### src/rtl/iopin_pkg.sv
`timescale 1ns/1ps
package iopin_pkg;

  typedef enum logic [1:0] {
    OE_ALWAYS = 2'b00,
    OE_NEVER  = 2'b01,
    OE_VBUS   = 2'b10,
    OE_HBUS   = 2'b11
  } oe_src_e;

  // packed from MSB: word bit 7 down to bits 1:0
  typedef struct packed {
    logic    thresh_cmos;
    logic    slew_fast;
    logic    in_reg;
    logic    out_reg;
    logic    pull_up;
    logic    open_drain;
    oe_src_e oe_src;
  } pin_cfg_t;

  localparam int CFG_W = $bits(pin_cfg_t);

  localparam pin_cfg_t CFG_POWERUP = '{
    thresh_cmos: 1'b0,
    slew_fast:   1'b0,
    in_reg:      1'b0,
    out_reg:     1'b0,
    pull_up:     1'b1,
    open_drain:  1'b0,
    oe_src:      OE_NEVER
  };

  // active-low enable control chosen by the source code
  function automatic logic oe_control(oe_src_e src, logic vbus, logic hbus);
    case (src)
      OE_ALWAYS: oe_control = 1'b0;
      OE_NEVER:  oe_control = 1'b1;
      OE_VBUS:   oe_control = vbus;
      default:   oe_control = hbus;
    endcase
  endfunction

  // driver is on when the control is low and open-collector does not release
  function automatic logic drive_on(logic ctl, logic od, logic data);
    drive_on = !ctl && !(od && data);
  endfunction

  function automatic logic level_undecided(logic own_oe, logic own_val,
                                           logic ext_oe, logic ext_val,
                                           logic pull);
    if (own_oe && ext_oe)       level_undecided = (own_val != ext_val);
    else if (own_oe || ext_oe)  level_undecided = 1'b0;
    else                        level_undecided = !pull;
  endfunction

  function automatic logic level_value(logic own_oe, logic own_val,
                                       logic ext_oe, logic ext_val,
                                       logic pull);
    if (level_undecided(own_oe, own_val, ext_oe, ext_val, pull))
      level_value = 1'bx;
    else if (own_oe)
      level_value = own_val;
    else if (ext_oe)
      level_value = ext_val;
    else
      level_value = 1'b1;
  endfunction

endpackage

### src/rtl/iopin_cfg.sv
`timescale 1ns/1ps
module iopin_cfg
  import iopin_pkg::*;
(
  input  logic             clk,
  input  logic             rst_n,
  input  logic             we,
  input  logic [CFG_W-1:0] word,
  output pin_cfg_t         cfg
);

  pin_cfg_t cfg_q;

  always_ff @(posedge clk or negedge rst_n) begin
    if (!rst_n)  cfg_q <= CFG_POWERUP;
    else if (we) cfg_q <= pin_cfg_t'(word);
  end

  assign cfg = cfg_q;

endmodule

### src/rtl/iopin_outpath.sv
`timescale 1ns/1ps
module iopin_outpath
  import iopin_pkg::*;
#(
  parameter int PIN_KIND = 0
) (
  input  logic     clk,
  input  logic     rst_n,
  input  pin_cfg_t cfg,
  input  logic     exit_a,
  input  logic     exit_b,
  input  logic     bus_vert,
  input  logic     bus_horz,
  output logic     data_sel,
  output logic     oe_ctl,
  output logic     pad_out,
  output logic     pad_oe
);

  logic out_q;

  generate
    if (PIN_KIND == 0) begin : g_kind_a
      assign data_sel = exit_a | (exit_b & 1'b0);
    end else begin : g_kind_b
      assign data_sel = exit_b | (exit_a & 1'b0);
    end
  endgenerate

  // perimeter register always samples; the config bit picks the path
  always_ff @(posedge clk or negedge rst_n) begin
    if (!rst_n) out_q <= 1'b0;
    else        out_q <= data_sel;
  end

  always_comb begin
    pad_out = cfg.out_reg ? out_q : data_sel;
    oe_ctl  = oe_control(cfg.oe_src, bus_vert, bus_horz);
    pad_oe  = drive_on(oe_ctl, cfg.open_drain, pad_out);
  end

endmodule

### src/rtl/iopin_inpath.sv
`timescale 1ns/1ps
module iopin_inpath
  import iopin_pkg::*;
#(
  parameter int PIN_KIND = 0
) (
  input  logic     clk,
  input  logic     rst_n,
  input  pin_cfg_t cfg,
  input  logic     pad_out,
  input  logic     pad_oe,
  input  logic     ext_oe,
  input  logic     ext_val,
  output logic     pin_level,
  output logic     pin_unknown,
  output logic     ent_a,
  output logic     ent_b
);

  logic in_q;
  logic ent_dat;

  always_comb begin
    pin_unknown = level_undecided(pad_oe, pad_out, ext_oe, ext_val, cfg.pull_up);
    pin_level   = level_value(pad_oe, pad_out, ext_oe, ext_val, cfg.pull_up);
  end

  always_ff @(posedge clk or negedge rst_n) begin
    if (!rst_n) in_q <= 1'b0;
    else        in_q <= pin_level;
  end

  assign ent_dat = cfg.in_reg ? in_q : pin_level;

  generate
    if (PIN_KIND == 0) begin : g_kind_a
      assign ent_a = ent_dat;
      assign ent_b = 1'b0;
    end else begin : g_kind_b
      assign ent_a = 1'b0;
      assign ent_b = ent_dat;
    end
  endgenerate

endmodule

### src/rtl/iopin_ctrl.sv
`timescale 1ns/1ps
module iopin_ctrl
  import iopin_pkg::*;
#(
  parameter int PIN_KIND = 0
) (
  input  logic       clk,
  input  logic       rst_n,
  input  logic       cfg_we,
  input  logic [7:0] cfg_word,
  input  logic       exit_a,
  input  logic       exit_b,
  input  logic       bus_vert,
  input  logic       bus_horz,
  input  logic       ext_oe,
  input  logic       ext_val,
  output logic       pad_out,
  output logic       pad_oe,
  output logic       pin_level,
  output logic       pin_unknown,
  output logic       ent_a,
  output logic       ent_b,
  output logic       slew_fast,
  output logic       thresh_cmos
);

  pin_cfg_t cfg_q;
  logic     exit_sel;
  logic     oe_ctl;

  iopin_cfg u_cfg (
    .clk  (clk),
    .rst_n(rst_n),
    .we   (cfg_we),
    .word (cfg_word),
    .cfg  (cfg_q)
  );

  iopin_outpath #(.PIN_KIND(PIN_KIND)) u_out (
    .clk     (clk),
    .rst_n   (rst_n),
    .cfg     (cfg_q),
    .exit_a  (exit_a),
    .exit_b  (exit_b),
    .bus_vert(bus_vert),
    .bus_horz(bus_horz),
    .data_sel(exit_sel),
    .oe_ctl  (oe_ctl),
    .pad_out (pad_out),
    .pad_oe  (pad_oe)
  );

  iopin_inpath #(.PIN_KIND(PIN_KIND)) u_in (
    .clk        (clk),
    .rst_n      (rst_n),
    .cfg        (cfg_q),
    .pad_out    (pad_out),
    .pad_oe     (pad_oe),
    .ext_oe     (ext_oe),
    .ext_val    (ext_val),
    .pin_level  (pin_level),
    .pin_unknown(pin_unknown),
    .ent_a      (ent_a),
    .ent_b      (ent_b)
  );

  assign slew_fast   = cfg_q.slew_fast;
  assign thresh_cmos = cfg_q.thresh_cmos;

endmodule

### config.mk
export PLATFORM = sky130hd
export DESIGN_NAME = iopin_ctrl
export DESIGN_NICKNAME = d
export VERILOG_FILES = /design/src/rtl/iopin_pkg.sv /design/src/rtl/iopin_cfg.sv /design/src/rtl/iopin_outpath.sv /design/src/rtl/iopin_inpath.sv /design/src/rtl/iopin_ctrl.sv
export SDC_FILE = /design/constraint.sdc
export NUM_CORES = 1
export LEC_CHECK = 0
export CAP_MARGIN = 20
export CORE_AREA = 2 2 39 41
export CTS_CLUSTER_DIAMETER = 150
export CTS_CLUSTER_SIZE = 30
export DETAILED_ROUTE_END_ITERATION = 10
export DIE_AREA = 0 0 41 43
export DONT_BUFFER_PORTS = 1
export PLACE_DENSITY = 0.61
export SLEW_MARGIN = 20
export SYNTH_ARGS = -nofsm -noshare
export SYNTH_HDL_FRONTEND = slang
export SYNTH_SLANG_ARGS = --single-unit
### constraint.sdc
create_clock -name clk -period 1.6 [get_ports clk]
set_clock_uncertainty 0.15 [all_clocks]
set_input_delay 0 -clock clk [delete_from_list [all_inputs] [get_ports clk]]
set_output_delay 0 -clock clk [all_outputs]
set_load 0.05 [all_outputs]
### Word-level counts from Yosys, hierarchy flattened

Index checks and enable logic that the tools add are counted.

| cells by class | value |
|---|---|
| reductions and logical operators | 8 |
| muxes and demuxes | 8 |
| equality and inequality tests | 3 |

Operators with widths:

| operator | number |
|---|---|
| $mux 1 | 7 |
| $logic_and 1x1->1 | 3 |
| $logic_not 1->1 | 3 |
| $pmux 1 s3 | 1 |
| $eq 2x1->1 const B | 1 |
| $eq 2x2->1 const B | 1 |
| $logic_not 2->1 | 1 |
| $logic_or 1x1->1 | 1 |
| $ne 1x1->1 | 1 |

| storage, ports and cells | value |
|---|---|
| bits in registers | 10 |
| word-level logic and storage cells | 28 |
| output and inout port bits | 8 |
| input bits | 17 |

### Depth between registers and ports, before layout

| depth | value |
|---|---|
| depth in word-level cells | 9 |
| mapped depth | 4 |
| depth with buffers taken out | 4 |

### By module

From an unflattened synthesis, not the netlist that was laid out.

| second synthesis, totals | value |
|---|---|
| cell total of the unflattened synthesis | 35 |
| area total of the unflattened synthesis | 511.7 sq um |

Modules (own cells, without submodules):

| module | sequential area each (sq um) | area an instance (sq um) | instances | cells an instance |
|---|---|---|---|---|
| iopin_cfg | 202.7 | 334.1 | 1 | 17 |
| iopin_inpath | 25.0 | 97.6 | 1 | 11 |
| iopin_outpath | 25.0 | 80.1 | 1 | 7 |

### Worst setup path before layout

OpenSTA, ideal clock, no wires.

| timing path | value |
|---|---|
| kind | register to output |
| start point | register u_cfg.cfg[4] (netlist name) |
| end point | output port pin_unknown |
| path buffers | 0 |
| cell stages (with the launch flop) | 5 |
| setup slack | -0.154 ns |
| required time | 1.450 ns |
| data arrival time | 1.604 ns |
| path through | dfrtp_1 > mux2_4 > a22oi_4 > nor2_2 > o21a_1 |

| between the ends | value |
|---|---|
| longest elaborated chain between the ends | 7 |
| elaborated cells between the ends (all ways) | 9 |
| those cells by class | 1 x eq/ne; 3 x mux; 5 x reduce/logical |

RTL lines:

| item | line | RTL |
|---|---|---|
| $mux 1 (*) | iopin_outpath.sv:37 | `pad_out = cfg.out_reg ? out_q : data_sel;` |
| named net pad_out | iopin_ctrl.sv:17 | `output logic pad_out,` |
| $logic_and 1x1->1 (*) | iopin_pkg.sv:46 | `drive_on = !ctl && !(od && data);` |
| $logic_not 1->1 (*) | iopin_pkg.sv:46 |  |
| $logic_and 1x1->1 (*) | iopin_pkg.sv:46 |  |
| named net pad_oe | iopin_ctrl.sv:18 | `output logic pad_oe,` |
| $logic_or 1x1->1 | iopin_pkg.sv:53 | `else if (own_oe \|\| ext_oe) level_undecided = 1'b0;` |
| $mux 1 | iopin_pkg.sv:53 |  |
| $mux 1 (*) | iopin_pkg.sv:52 | `if (own_oe && ext_oe) level_undecided = (own_val != ext_val);` |
| end: declaration | iopin_ctrl.sv:20 | `output logic pin_unknown,` |

The timed path passes the listed nets; every way through them passes the cells marked *.

### Worst setup path after layout

| timing path | value |
|---|---|
| start point | register u_cfg.cfg[4] (netlist name) |
| end point | output port pin_unknown |

| between the ends | value |
|---|---|
| longest elaborated chain between the ends | 7 |
| elaborated cells between the ends (all ways) | 9 |
| those cells by class | 1 x eq/ne; 3 x mux; 5 x reduce/logical |

RTL lines:

| item | line |
|---|---|
| $mux 1 (*) | iopin_outpath.sv:37 |
| $logic_and 1x1->1 | iopin_pkg.sv:46 |
| $logic_not 1->1 | iopin_pkg.sv:46 |
| $logic_and 1x1->1 | iopin_pkg.sv:46 |
| $logic_or 1x1->1 | iopin_pkg.sv:53 |
| $mux 1 | iopin_pkg.sv:53 |
| $mux 1 (*) | iopin_pkg.sv:52 |

Every way passes the cells marked *; elsewhere a longest branch is shown, timed or not.

==> impl_metrics.env <==
export IMPL_run_status="finished, violations left"
export IMPL_violations="negative setup slack"
export IMPL_drt_antenna_violating_nets=0
export IMPL_h_tree_depth=1
export IMPL_worst_path_dominant_cell_family="multiplexers"
export IMPL_slowest_stage="dfrtp_1"
export IMPL_rows=14
export IMPL_required_ns=1.45
export IMPL_yosys_warnings=0
export IMPL_crit_buf_inv=0
export IMPL_fp_dieH_um=43
export IMPL_die_x_um=41
export IMPL_met3WireLength_um=61
export IMPL_cp_start_kind="flop"
export IMPL_synth_area_um2=489
export IMPL_grt_pass1_wl_um=1870
export IMPL_hold_depth=4
export IMPL_p_leak_nw=0.388
export IMPL_rsz0062_at_grt="true"
export IMPL_seq_area_frac_synth=0.517
export IMPL_cp_arrival_ns=1.58
export IMPL_tritoncts="built"
export IMPL_finalHoldViolCount=0
export IMPL_drcViolationCount=0
export IMPL_fin_hold_ws_ns=0.0684
export IMPL_max_freq_ghz=0.580
export IMPL_diodes=0
export IMPL_track_usage=0.169
export IMPL_yosysTopAreaCell="dfrtp_1"
export IMPL_drt_iter0_markers=2
export IMPL_cts_buffer_depth=2
export IMPL_setup_violations=3
export IMPL_fin_crit_ns=1.73
export IMPL_path_class="flop to output pin"
export IMPL_crit_cells=4
export IMPL_dr_pass1_iters=2
export IMPL_cts_buffers=3
export IMPL_slew_violations=0
export IMPL_cpPeakStageDelay_ns=0.40
export IMPL_highest_layer="met4"
export IMPL_layout_cells_most_common_list="dlygate4sd3_1, mux2_2, dfrtp_1, buf_4, clkbuf_4"
export IMPL_reg2reg_depth=2
export IMPL_place_gp_congestion=0.683
export IMPL_synth_area_top_cells="dfrtp_1, mux2_2, dfstp_2, a22oi_4, mux2_4"
export IMPL_worstPathMaxFanout=4
export IMPL_preCtsSetupSlack_ns=0.0509
export IMPL_power_uw=856
export IMPL_met2RoutedLength_um=633
export IMPL_period_share=1.08
export IMPL_synthDistinctLibCells=19
export IMPL_wl_met1_um=392
export IMPL_synthesis_instances=37
export IMPL_final_area_um2=891
export IMPL_pin_count=25
export IMPL_dp_cells=58
export IMPL_crit_chain="mux2_4 > mux2i_1 > o21ai_1 > o21a_2"
export IMPL_overflow=0
export IMPL_initial_utilization=0.354
export IMPL_min_path_type="input port to flop"
export IMPL_cts_sinks=10
export IMPL_power_density_nw_per_um2=961
export IMPL_end_kind="output pin"
export IMPL_final_nets=88
export IMPL_grt_pass1_vias=438
export IMPL_place_port_buffers=0
export IMPL_vias=413
export IMPL_synth_seq_cells=10
export IMPL_final_common_cell="dlygate4sd3_1"
export IMPL_cts_root_buf="clkbuf_4"
export IMPL_cap_violations=0
export IMPL_drive_gt1_frac=0.486
export IMPL_wl_um=1130
export IMPL_clk_latency_ns=0.27
export IMPL_final_cells=86
export IMPL_synth_nets=54
export IMPL_die_area_um2=1760
export IMPL_postSynthAreaPerCell_um2=13.2
export IMPL_grt_start_max_net_pins=11
export IMPL_path_clk_slew_ns=0.07
export IMPL_ir_drop_mv=0.585
export IMPL_fin_ws_ns=-0.125
export IMPL_vias_per_cell=4.80
export IMPL_synth_top_cell_area_share=0.409
export IMPL_coreArea_um2=1380
export IMPL_antenna_found_initial=0
export IMPL_dpl_instance_area_um2=576
export IMPL_area_growth_pct=82.1
export IMPL_avgRoutedWirePerCell_um=13.1
[cells by family (layout without fill, tap and decap cells)]
family / Yosys count / count (layout) / share of synthesized area
and+or+nand+nor: 6 / 6 / 0.0768
DFF: 10 / 10 / 0.517
buffers and inverters: 2 / 35 / 0.0256
muxes: 10 / 10 / 0.235
other: 1 / 1 / 0.00767
AOI/OAI and AO/OA: 8 / 8 / 0.138
[metrics by stage]
stage	TNS (ns)	utilization
6_report	-0.352	0.644
5_1_grt	-0.556	0.644
4_1_cts	-0.366	0.632
3_5_place_dp	0	0.416
3_3_place_gp	0	0.416
2_1_floorplan	-0.133	-
[metal layers]
| metal | vias to the layer above | global-route usage |
|---|---|---|
| met5 | - | 0 |
| met4 | 0 | 0.120 |
| met3 | 4 | 0.0471 |
| met2 | 10 | 0.269 |
| met1 | 204 | 0.177 |
| li1 | 195 | - |
[flip-flops by register name, summed over array words and instances, names as in the netlist]
signal / cells
u_out.out_q: 1
u_cfg.cfg: 8
u_in.in_q: 1
[timing repair]
| action | 4_1_cts | 5_1_grt |
|---|---|---|
| endpoints found under the setup margin | 3 | 4 |
| cloned | 0 | 0 |
| hold endpoints to repair | 20 | 0 |
| setup buffers | 2 | 1 |
| resized for setup | 9 | 2 |
| pin swaps | 4 | 4 |
| hold buffers | 21 | 0 |
[worst paths after layout]
| kind | end | from | slack (ns) |
|---|---|---|---|
| setup / recovery | pin_unknown | u_cfg.cfg[4] | -0.13 |
| hold / removal | u_in.in_q | bus_horz | 0.07 |
| setup reg to reg | u_cfg.cfg[2] | u_cfg.cfg[2] | 0.06 |
| hold reg to reg | u_in.in_q | u_cfg.cfg[2] | 0.52 |
| max in group asynchronous | u_cfg.cfg[3] | rst_n | 0.44 |
| min in group asynchronous | u_cfg.cfg[4] | rst_n | 0.52 |
[power breakdown]
group	internal, mW	switching, mW	leakage [nW]
registers	0.282	0.0197	0.113
logic	0.168	0.157	0.254
clock network	0.138	0.0904	0.0210
total	0.589	0.267	0.388
[Yosys cell counts]
library cell and number:
a21oi_1 1, conb_1 1, dfrtp_1 8, nor2b_1 1, nor2_2 1, nor2_1 2, a21o_1 1, o21a_1 2
o21ai_1 2, a22o_1 1, buf_4 1, nand3b_2 1, mux2i_1 1, mux2_2 8, and2_1 1, a22oi_4 1
buf_2 1, dfstp_2 2, mux2_4 1
[worst register-to-register path, cell delays in order, from the launching register on]
cell and delay, ns:
dfrtp_2 0.45, mux2_2 0.27, dlygate4sd3_1 0.55
[area by class of cell]
class,instances,area (µm²)
Clock buffer,4,36.3
Fill cell,105,493
Multi-Input combinational cell,25,259
Sequential cell,10,254
Tap cell,16,20.0
Timing Repair Buffer,31,322
Power figures use the tool's default switching activity.
